File: config.mk
export PLATFORM = sky130hd
export DESIGN_NAME = irq_status_reg
export DESIGN_NICKNAME = d
export VERILOG_FILES = /design/src/rtl/irq_stat_pkg.sv /design/src/rtl/irq_evt_sel.sv /design/src/rtl/irq_stat_cell.sv /design/src/rtl/irq_summary.sv /design/src/rtl/irq_status_reg.sv
export SDC_FILE = /design/constraint.sdc
export NUM_CORES = 1
export LEC_CHECK = 0
export BUFFER_PORTS_ARGS = -buffer_cell sky130_fd_sc_hd__buf_2
export CORE_MARGIN = 5
export CORE_UTILIZATION = 43
export CTS_CLUSTER_DIAMETER = 100
export DETAILED_ROUTE_END_ITERATION = 12
export GPL_TIMING_DRIVEN = 0
export PLACE_DENSITY = 0.77
export RECOVER_POWER = 100
export SETUP_SLACK_MARGIN = 0.1
export SLEW_MARGIN = 20
export SYNTH_ARGS = -nofsm -noshare
export SYNTH_HDL_FRONTEND = slang
export SYNTH_SLANG_ARGS = --single-unit
File: constraint.sdc
create_clock -name clk_i -period 3.85 [get_ports clk_i]
set_input_delay 0.5775 -clock clk_i [delete_from_list [all_inputs] [get_ports clk_i]]
set_output_delay 0.5775 -clock clk_i [all_outputs]
set_load 0.02 [all_outputs]
File: src/rtl/irq_stat_pkg.sv
package irq_stat_pkg;
  localparam int NBITS = 8;
  localparam int B_TX_RDY   = 0;
  localparam int B_TX_RPT   = 1;
  localparam int B_STAT_CHG = 2;
  localparam int B_TIMER    = 3;
  localparam int B_TX_UNDR  = 4;
  localparam int B_SENT_AOL = 5;
  localparam int B_OVF_OL   = 6;
  localparam int B_END_POLL = 7;

  typedef logic [NBITS-1:0] stat_t;

  typedef struct packed {
    logic end_poll;
    logic on_loop;
    logic rx_ovf;
    logic act_loop;
    logic all_sent;
    logic tx_undr;
    logic timer;
    logic stat_chg;
    logic tx_rpt;
    logic tx_rdy;
  } raw_ev_t;
endpackage

File: src/rtl/irq_evt_sel.sv
module irq_evt_sel
  import irq_stat_pkg::*;
(
  input  logic    loop_mode_i,
  input  raw_ev_t raw_i,
  output stat_t   ev_o
);
  always_comb begin
    ev_o             = '0;
    ev_o[B_TX_RDY]   = raw_i.tx_rdy;
    ev_o[B_TX_RPT]   = raw_i.tx_rpt;
    ev_o[B_STAT_CHG] = raw_i.stat_chg;
    ev_o[B_TIMER]    = raw_i.timer;
    ev_o[B_TX_UNDR]  = raw_i.tx_undr;
    // mode-dependent positions
    ev_o[B_SENT_AOL] = loop_mode_i ? raw_i.act_loop : raw_i.all_sent;
    ev_o[B_OVF_OL]   = loop_mode_i ? raw_i.on_loop  : raw_i.rx_ovf;
    ev_o[B_END_POLL] = loop_mode_i & raw_i.end_poll;
  end
endmodule

File: src/rtl/irq_stat_cell.sv
module irq_stat_cell (
  input  logic clk_i,
  input  logic rst_ni,
  input  logic set_i,
  input  logic clr_i,
  output logic q_o
);
  // set wins over clear: no event lost on a coinciding read
  always_ff @(posedge clk_i or negedge rst_ni) begin
    if (!rst_ni)     q_o <= 1'b0;
    else if (set_i)  q_o <= 1'b1;
    else if (clr_i)  q_o <= 1'b0;
  end
endmodule

File: src/rtl/irq_summary.sv
module irq_summary #(
  parameter int W = 8
) (
  input  logic [W-1:0] stat_i,
  input  logic [W-1:0] mask_i,
  output logic         irq_o,
  output logic         glob_o
);
  logic any_w;
  assign any_w  = |(stat_i & ~mask_i);
  assign irq_o  = any_w;
  assign glob_o = any_w;
endmodule

File: src/rtl/irq_status_reg.sv
module irq_status_reg
  import irq_stat_pkg::*;
(
  input  logic             clk_i,
  input  logic             rst_ni,
  input  logic             loop_mode_i,
  input  logic             vis_all_i,
  input  logic             mask_we_i,
  input  logic [NBITS-1:0] mask_wdata_i,
  input  logic             rd_i,
  input  logic             vec_ack_i,
  input  logic             ev_end_poll_i,
  input  logic             ev_on_loop_i,
  input  logic             ev_rx_ovf_i,
  input  logic             ev_act_loop_i,
  input  logic             ev_all_sent_i,
  input  logic             ev_tx_undr_i,
  input  logic             ev_timer_i,
  input  logic             ev_stat_chg_i,
  input  logic             ev_tx_rpt_i,
  input  logic             ev_tx_rdy_i,
  output logic [NBITS-1:0] stat_o,
  output logic             irq_o,
  output logic             glob_o
);
  raw_ev_t raw_w;
  stat_t   ev_w;
  stat_t   admit_w;
  stat_t   clr_w;
  stat_t   stat_q;
  stat_t   mask_q;

  assign raw_w = '{end_poll: ev_end_poll_i, on_loop: ev_on_loop_i,
                   rx_ovf: ev_rx_ovf_i, act_loop: ev_act_loop_i,
                   all_sent: ev_all_sent_i, tx_undr: ev_tx_undr_i,
                   timer: ev_timer_i, stat_chg: ev_stat_chg_i,
                   tx_rpt: ev_tx_rpt_i, tx_rdy: ev_tx_rdy_i};

  irq_evt_sel u_sel (
    .loop_mode_i (loop_mode_i),
    .raw_i       (raw_w),
    .ev_o        (ev_w)
  );

  always_ff @(posedge clk_i or negedge rst_ni) begin
    if (!rst_ni)        mask_q <= '1;
    else if (mask_we_i) mask_q <= mask_wdata_i;
  end

  assign admit_w = ~mask_q | {NBITS{vis_all_i}};

  for (genvar b = 0; b < NBITS; b++) begin : g_bit
    if (b == B_TX_RDY) begin : g_ack
      assign clr_w[b] = rd_i | vec_ack_i;
    end else begin : g_rd
      assign clr_w[b] = rd_i;
    end
    irq_stat_cell u_cell (
      .clk_i  (clk_i),
      .rst_ni (rst_ni),
      .set_i  (ev_w[b] & admit_w[b]),
      .clr_i  (clr_w[b]),
      .q_o    (stat_q[b])
    );
  end

  irq_summary #(.W(NBITS)) u_sum (
    .stat_i (stat_q),
    .mask_i (mask_q),
    .irq_o  (irq_o),
    .glob_o (glob_o)
  );

  assign stat_o = stat_q;
endmodule

[After elaboration in Yosys (flattened, before gate mapping)]
Index checks and enable logic that the tools add are counted.
Word-level totals
  register bits after elaboration: 16
  input bits: 25
  output and inout port bits: 10
  word-level logic and storage cells: 43
Cells by class
  multiplexer cells: 12
  bitwise logic cells: 13
  reductions and logical operators: 9
Operator list (number)
  2-bit nonzero test: 8
  1-bit two-way mux: 12
  1-bit AND: 9
  8-bit AND: 1
  8-bit NOT: 1
  8-bit bitwise OR: 1
  8-bit OR reduction: 1
  1-bit bitwise OR: 1

[Depth between registers and ports, before layout]
Gate-level depths: netlist of run 1.
  depth in word-level cells: 4
  depth in mapped cells: 4
  depth with buffers taken out: 3

[Cells and area by module]
A second synthesis of run 1 with hierarchy kept.
Second synthesis, totals
  cells, all modules: 73
  area total of the unflattened synthesis: 839.6 um^2
Modules (own cells, without submodules)
  irq_status_reg: times used 1, cells an instance 27, area an instance 411.6 um^2, sequential area each 210.2 um^2
  irq_stat_cell: times used 8, cells an instance 3, area an instance 36.3 um^2, sequential area each 25.0 um^2
  irq_summary: times used 1, cells an instance 14, area an instance 70.1 um^2, sequential area each 0.0 um^2
  irq_evt_sel: times used 1, cells an instance 8, area an instance 67.6 um^2, sequential area each 0.0 um^2

[Worst setup path after synthesis of run 1]
Ideal clock, no wire load.
  kind: register to output
  from: register mask_q[6]
  to: output irq_o
  data arrival time: 1.436 ns
  required time: 3.273 ns
  slack: 1.836 ns
  stages on the path, launching flop included: 4
  buffers on the path: 1
  cells stage by stage: dfstp_2 o22ai_1 or4_1 buf_4
Between the ends
  cells in the longest elaborated chain, start to end: 3
RTL lines
  start: declaration: line irq_status_reg.sv:31  | stat_t mask_q;
  start signal: assignment: line irq_status_reg.sv:47  | else if (mask_we_i) mask_q <= mask_wdata_i;
  8-bit NOT: line irq_summary.sv:10  | assign any_w = |(stat_i & ~mask_i);
  8-bit AND: line irq_summary.sv:10
  8-bit OR reduction: line irq_summary.sv:10
  end: declaration: line irq_status_reg.sv:23  | output logic irq_o,
No other way between the ends.

[Worst setup path in the final report of run 1]
Same ends and word-level chain as after synthesis.

==> summary.txt, run 1 <==
Route
  – Vias: 631
  – DR pass1 iterations: 2
  – DR vias/cell: 4.82
  – Initial drt markers: 6
  – Wire length per cell: 12.5 µm
  – Post-route DRC: 0
  – Final ANT Viol Nets: 0
  – DRT Wirelength: 1640 µm

STA
  – Final hold vios: 0
  – Fin Setup TNS: 0 ns
  – Layout Skew: 0.000194 ns
  – Final setup viols: 0
  – RSZ-0062 raised after global routing: no
  – Part of the cycle the worst path needs: 0.612
  – Final slew viol count: 0
  – Slew margin rel.: 0.435
  – Worst-margin pin slew: 0.847 ns
  – Final worst path period need: 2.36 ns
  – Timing-limited maximum frequency: 424 MHz

Place
  – Port buffer count: 34
  – GPL Wtd Cong: 0.802
  – Post-DP Area: 943 µm²
  – HPWL Detailed: 1310 µm

Synthesis
  – Syn_area_per_cell: 9.77 µm²
  – Post-synth cell types: 15
  – EDFF count, synth: 0
  – Register area share after synthesis: 0.546
  – Area contributors post-synth: dfstp_2, dfrtp_1, o21ai_0
  – Ys flop type: dfstp_2
  – Post-synth ARST share: 1.00
  – Mapped cell area: 752 µm²
  – Synth Net Count: 102
  – Yosys warns: 0
  – Leading area contributor after synthesis: dfstp_2
  – Syn Inst Count: 77
  – Synthesized flop and latch total: 16
  – Top cells by count, synth: o21ai_0, inv_1, buf_4, dfrtp_1, dfstp_2
  – Top-area cell type share of the netlist area: 0.280
  – Count leader, synth: o21ai_0

Layout
  – Layout cells sized above 1: 0.368
  – Layout Area Growth over Synthesis: 26.5%
  – Fill cells: 164
  – Sequential cell area: 410 µm²
  – Fin nets: 141
  – Area of the multi-input gates: 218 µm²
  – Final instance area: 951 µm²
  – Antenna Cells: 0

Critical path
  – Max FO, Critical Path: 3
  – Register-to-Register Path Depth: 3
  – Slowest library cell on the worst path: or4_1
  – RR Endpoint: g_bit[7].u_cell.q_o
  – CP Capture Type: output pin
  – Crit start category: flip-flop
  – WP data arrival: 1.78 ns
  – Crit-path cells: o22ai_1, or4_1, buf_4, clkbuf_1
  – Top Family by Delay on Critical Path: simple AND/OR/NAND/NOR gates
  – Critical path's largest stage delay: 0.56 ns
  – Worst R2R Setup Slack: 2.89 ns
  – Worst Path Buf+Inv: 2
  – Required time of the worst setup path: 3.27 ns
  – CP Class: reg -> out
  – RR Startpoint: mask_q[7]

Clock tree
  – Root Driver: clkbuf_4
  – Clk_lat worst skew: 0.28 ns
  – Clock buffer depth: 2
  – H-tree Lvls: 1
  – Hold_buf cts: 0
  – Total CTS buffers: 3
  – Worst-path clk slew: 0.09 ns
  – Clock Sinks: 16
  – Setup Buffers After CTS: 0
  – Post-CTS sizing: 0
  – CTS tree: yes

Global route
  – Antenna violations before repair: 0
  – First-pass GRT wire length: 2650 µm
  – Total gr overflow: 0
  – Total GRT Usage: 0.135
  – Largest net degree at the start of global routing: 17
  – Number of global-route vias before repair: 619

Outcome
  – Status: finished, final reports clean

Job
  – Max Cap Viol: 0

Die
  – Chip height: 51.8 µm
  – Initial Util: 0.445
  – I/O pin total: 35
  – Die width: 51.8 µm
  – CORE AREA: 1690 µm²
  – FP Rows: 15
  – Die area: 2690 µm²

Min path
  – Tightest Hold Check Type: in -> async

Power
  – Leakage power: 0.470 nW
  – VDD IR max: 245 µV
  – Power Density: 386 nW/µm²
## cell type report
class / count / share of cell area
Buffer: 10 / 0.0750
Tap cell: 17 / 0.0224
Multi-Input combinational cell: 37 / 0.229
Inverter: 14 / 0.0553
Sequential cell: 16 / 0.432
Clock buffer: 3 / 0.0237
Timing Repair Buffer: 34 / 0.163
## registers in the layout, indices dropped and copies added, names as in the netlist
name,count
mask_q,8
g_bit.u_cell.q_o,8
## kinds of logic after synthesis
group                  Yosys count  synth area share
and+or+nand+nor                  9            0.0566
AOI/OAI and AO/OA               24             0.176
muxes                            4            0.0566
DFF                             16             0.546
buffers and inverters           24             0.165
## cells in the final DEF (no fill, tap or decap), drive strengths merged
cell type and count:
o211ai 1, mux2 2, o22ai 6, buf 31
o21ai 16, dfrtp 8, mux2i 2, inv 14
or4 1, o31ai 1, nand2 6, clkbuf 16
nor2b 2, dfstp 8
## stage by stage
stage               instances   util  hold WS (ns)  total power [mW]  setup WS, ns
CTS                       131  0.572         0.190             0.378          1.50
floorplan                  77      -         0.282             0.255          1.84
detailed placement        128  0.559         0.501             0.290          1.84
global route              131  0.563         0.429             0.392          1.38
finish                    131  0.563         0.372             0.367          1.49
global placement          128  0.559         0.492             0.287          1.84
## routing by layer
metal  global-route usage  part of all wire  up-vias  wire [µm]
met2                0.228              0.51       21        842
li1                     -                 -      323          -
met4               0.0655            0.0049        0          8
met5                    0                 0        -          0
met1                0.155              0.40      285        663
met3               0.0372             0.077        2        127
## power by group
part,internal [mW],switching [mW]
Sequential,0.189,0.00848
Combinational,0.0380,0.0461
Clock,0.0363,0.0491
Total,0.264,0.104
## worst max path at each step
stage,cells after the start,end,slack (ns),from
floorplan,3,irq_o,1.84,mask_q[6]
global placement,4,irq_o,1.84,mask_q[6]
detailed placement,4,irq_o,1.84,mask_q[6]
CTS,4,irq_o,1.50,mask_q[6]
global route,4,irq_o,1.38,mask_q[6]
finish,4,irq_o,1.49,mask_q[6]
## worst reg2reg max path: stages, from the launching register on
cell	delay, ns
dfstp_1	0.54
inv_1	0.06
o211ai_1	0.15
o21ai_0	0.10
No activity file was read; power rests on OpenSTA's default activity.
==> run 2, diff against run 1 <==
- clock period: 3.85 -> 2.2 ns (I/O delays scaled with it)
==> run 2 against run 1 <==
  * Count of clock-buffer cells in the layout unchanged
  * Final cell count rose by 0.76%
  * Wire length grew 3.0%
  * Largest cell class unchanged
  * Highest routed layer unchanged
==> summary.txt, run 2 (same netlist as run 1, synthesis figures left out) <==
Route
  – Vias: 639
  – Initial drt markers: 2
  – Final ANT Viol Nets: 0
  – Wire length on met2: 865 µm
  – Wire length per cell: 12.8 µm
  – Wl on met1: 697 µm
  – Top Layer Used: met4
  – DR pass1 iterations: 2
  – Post-route DRC: 0
  – DRT Wirelength: 1690 µm
  – DR vias/cell: 4.84
  – Met3 wire length: 117 µm

Global route
  – Antenna violations before repair: 0
  – Number of global-route vias before repair: 622
  – Total GRT Usage: 0.136
  – First-pass GRT wire length: 2670 µm
  – Largest net degree at the start of global routing: 17
  – Total gr overflow: 0

Die
  – CORE AREA: 1690 µm²
  – Die area: 2690 µm²
  – I/O pin total: 35
  – Die width: 51.8 µm
  – Initial Util: 0.445
  – Chip height: 51.8 µm
  – FP Rows: 15

Job
  – Max Cap Viol: 0

STA
  – Worst-margin pin slew: 0.865 ns
  – Fin Setup TNS: 0 ns
  – RSZ-0062 raised after global routing: no
  – Final setup viols: 0
  – Slew margin rel.: 0.423
  – Final worst slack: 0.138 ns
  – Layout Skew: 0.000177 ns
  – Final hold vios: 0
  – Final worst path period need: 2.06 ns
  – Final slew viol count: 0
  – Part of the cycle the worst path needs: 0.937
  – Timing-limited maximum frequency: 485 MHz

Critical path
  – Required time of the worst setup path: 1.87 ns
  – CP Capture Type: output pin
  – RR Startpoint: mask_q[7]
  – Max FO, Critical Path: 2
  – Register-to-Register Path Depth: 3
  – Crit-path cells: o22ai_1, or4_4, buf_4, clkbuf_2
  – WP data arrival: 1.73 ns
  – Worst Path Buf+Inv: 2
  – RR Endpoint: g_bit[7].u_cell.q_o
  – CP startpoint: mask_q[2]
  – Top Family by Delay on Critical Path: simple AND/OR/NAND/NOR gates
  – CP Class: reg -> out
  – Stages on worst setup path: 4
  – Worst R2R Setup Slack: 1.24 ns
  – Slowest library cell on the worst path: or4_4
  – Critical path's largest stage delay: 0.55 ns
  – Crit start category: flip-flop
  – Worst setup path endpoint: irq_o

Power
  – Leakage power: 0.481 nW
  – Power Density: 671 nW/µm²
  – VDD IR max: 429 µV

Clock tree
  – Root Driver: clkbuf_4
  – Worst-path clk slew: 0.09 ns
  – Total CTS buffers: 3
  – CTS tree: yes
  – Clk_lat worst skew: 0.28 ns
  – H-tree Lvls: 1
  – Clock buffer depth: 2
  – Clock Sinks: 16

Min path
  – Tightest Hold Check Type: in -> reg

Layout
  – Fin nets: 142
  – Layout Area Growth over Synthesis: 28.6%
  – Antenna Cells: 0
  – Most frequent cells in the layout: buf_2, o21ai_0, inv_1
  – Fill cells: 164
  – Regs by FF count: g_bit.u_cell.q_o (8), mask_q (8)
  – Commonest non-fill, non-tap cell in the layout: buf_2
  – Layout cells sized above 1: 0.391

Place
  – Dpl ws: 0.433 ns
  – Port buffer count: 34
  – GPL Wtd Cong: 0.802
  – HPWL Detailed: 1310 µm

Outcome
  – Status: finished, final reports clean
-- run 2: cell type report --
cell class | count | area (µm²) | area share
tap | 17 | 21.3 | 0.0220
inverter | 14 | 52.6 | 0.0543
multi-input combinational | 37 | 221 | 0.229
timing repair buffer | 35 | 168 | 0.173
clock buffer | 3 | 22.5 | 0.0233
buffer | 10 | 71.3 | 0.0737
sequential | 16 | 410 | 0.424
-- run 2: through the flow --
| step | utilization | power [mW] | hold slack, ns | cells | area, µm² |
|---|---|---|---|---|---|
| 2_1_floorplan | - | 0.445 | 0.0344 | 77 | 752 |
| 3_3_place_gp | 0.559 | 0.503 | 0.253 | 128 | 943 |
| 3_5_place_dp | 0.559 | 0.508 | 0.259 | 128 | 943 |
| 4_1_cts | 0.578 | 0.663 | 0.213 | 132 | 976 |
| 5_1_grt | 0.573 | 0.691 | 0.205 | 132 | 967 |
| 6_report | 0.573 | 0.649 | 0.225 | 132 | 967 |
-- run 2: worst min-delay path by stage --
| stage | start | end | slack (ns) | cells past startpoint |
|---|---|---|---|---|
| 2_1_floorplan | rst_ni | g_bit[0].u_cell.q_o | 0.03 | 0 |
| 3_3_place_gp | rst_ni | g_bit[5].u_cell.q_o | 0.25 | 1 |
| 3_5_place_dp | rst_ni | g_bit[5].u_cell.q_o | 0.26 | 1 |
| 4_1_cts | vec_ack_i | g_bit[0].u_cell.q_o | 0.21 | 2 |
| 5_1_grt | vec_ack_i | g_bit[0].u_cell.q_o | 0.21 | 2 |
| 6_report | vec_ack_i | g_bit[0].u_cell.q_o | 0.23 | 2 |
-- run 2: power breakdown --
group / switching [mW] / leakage [nW] / internal [mW]
clock network: 0.0867 / 0.0138 / 0.0635
registers: 0.0148 / 0.175 / 0.331
logic: 0.0827 / 0.292 / 0.0695
-- run 2: repair_timing --
action	CTS	global route
pin swaps	1	0
hold buffers	1	0
setup buffers	0	0
setup endpoints to repair	1	1
hold endpoints to repair	8	0
gates resized for setup	0	1
-- run 2: per-layer routing --
layer / vias to the layer above / global-route usage
li1: 326 / -
met1: 290 / 0.160
met2: 21 / 0.228
met3: 2 / 0.0344
met4: 0 / 0.0655
met5: - / 0
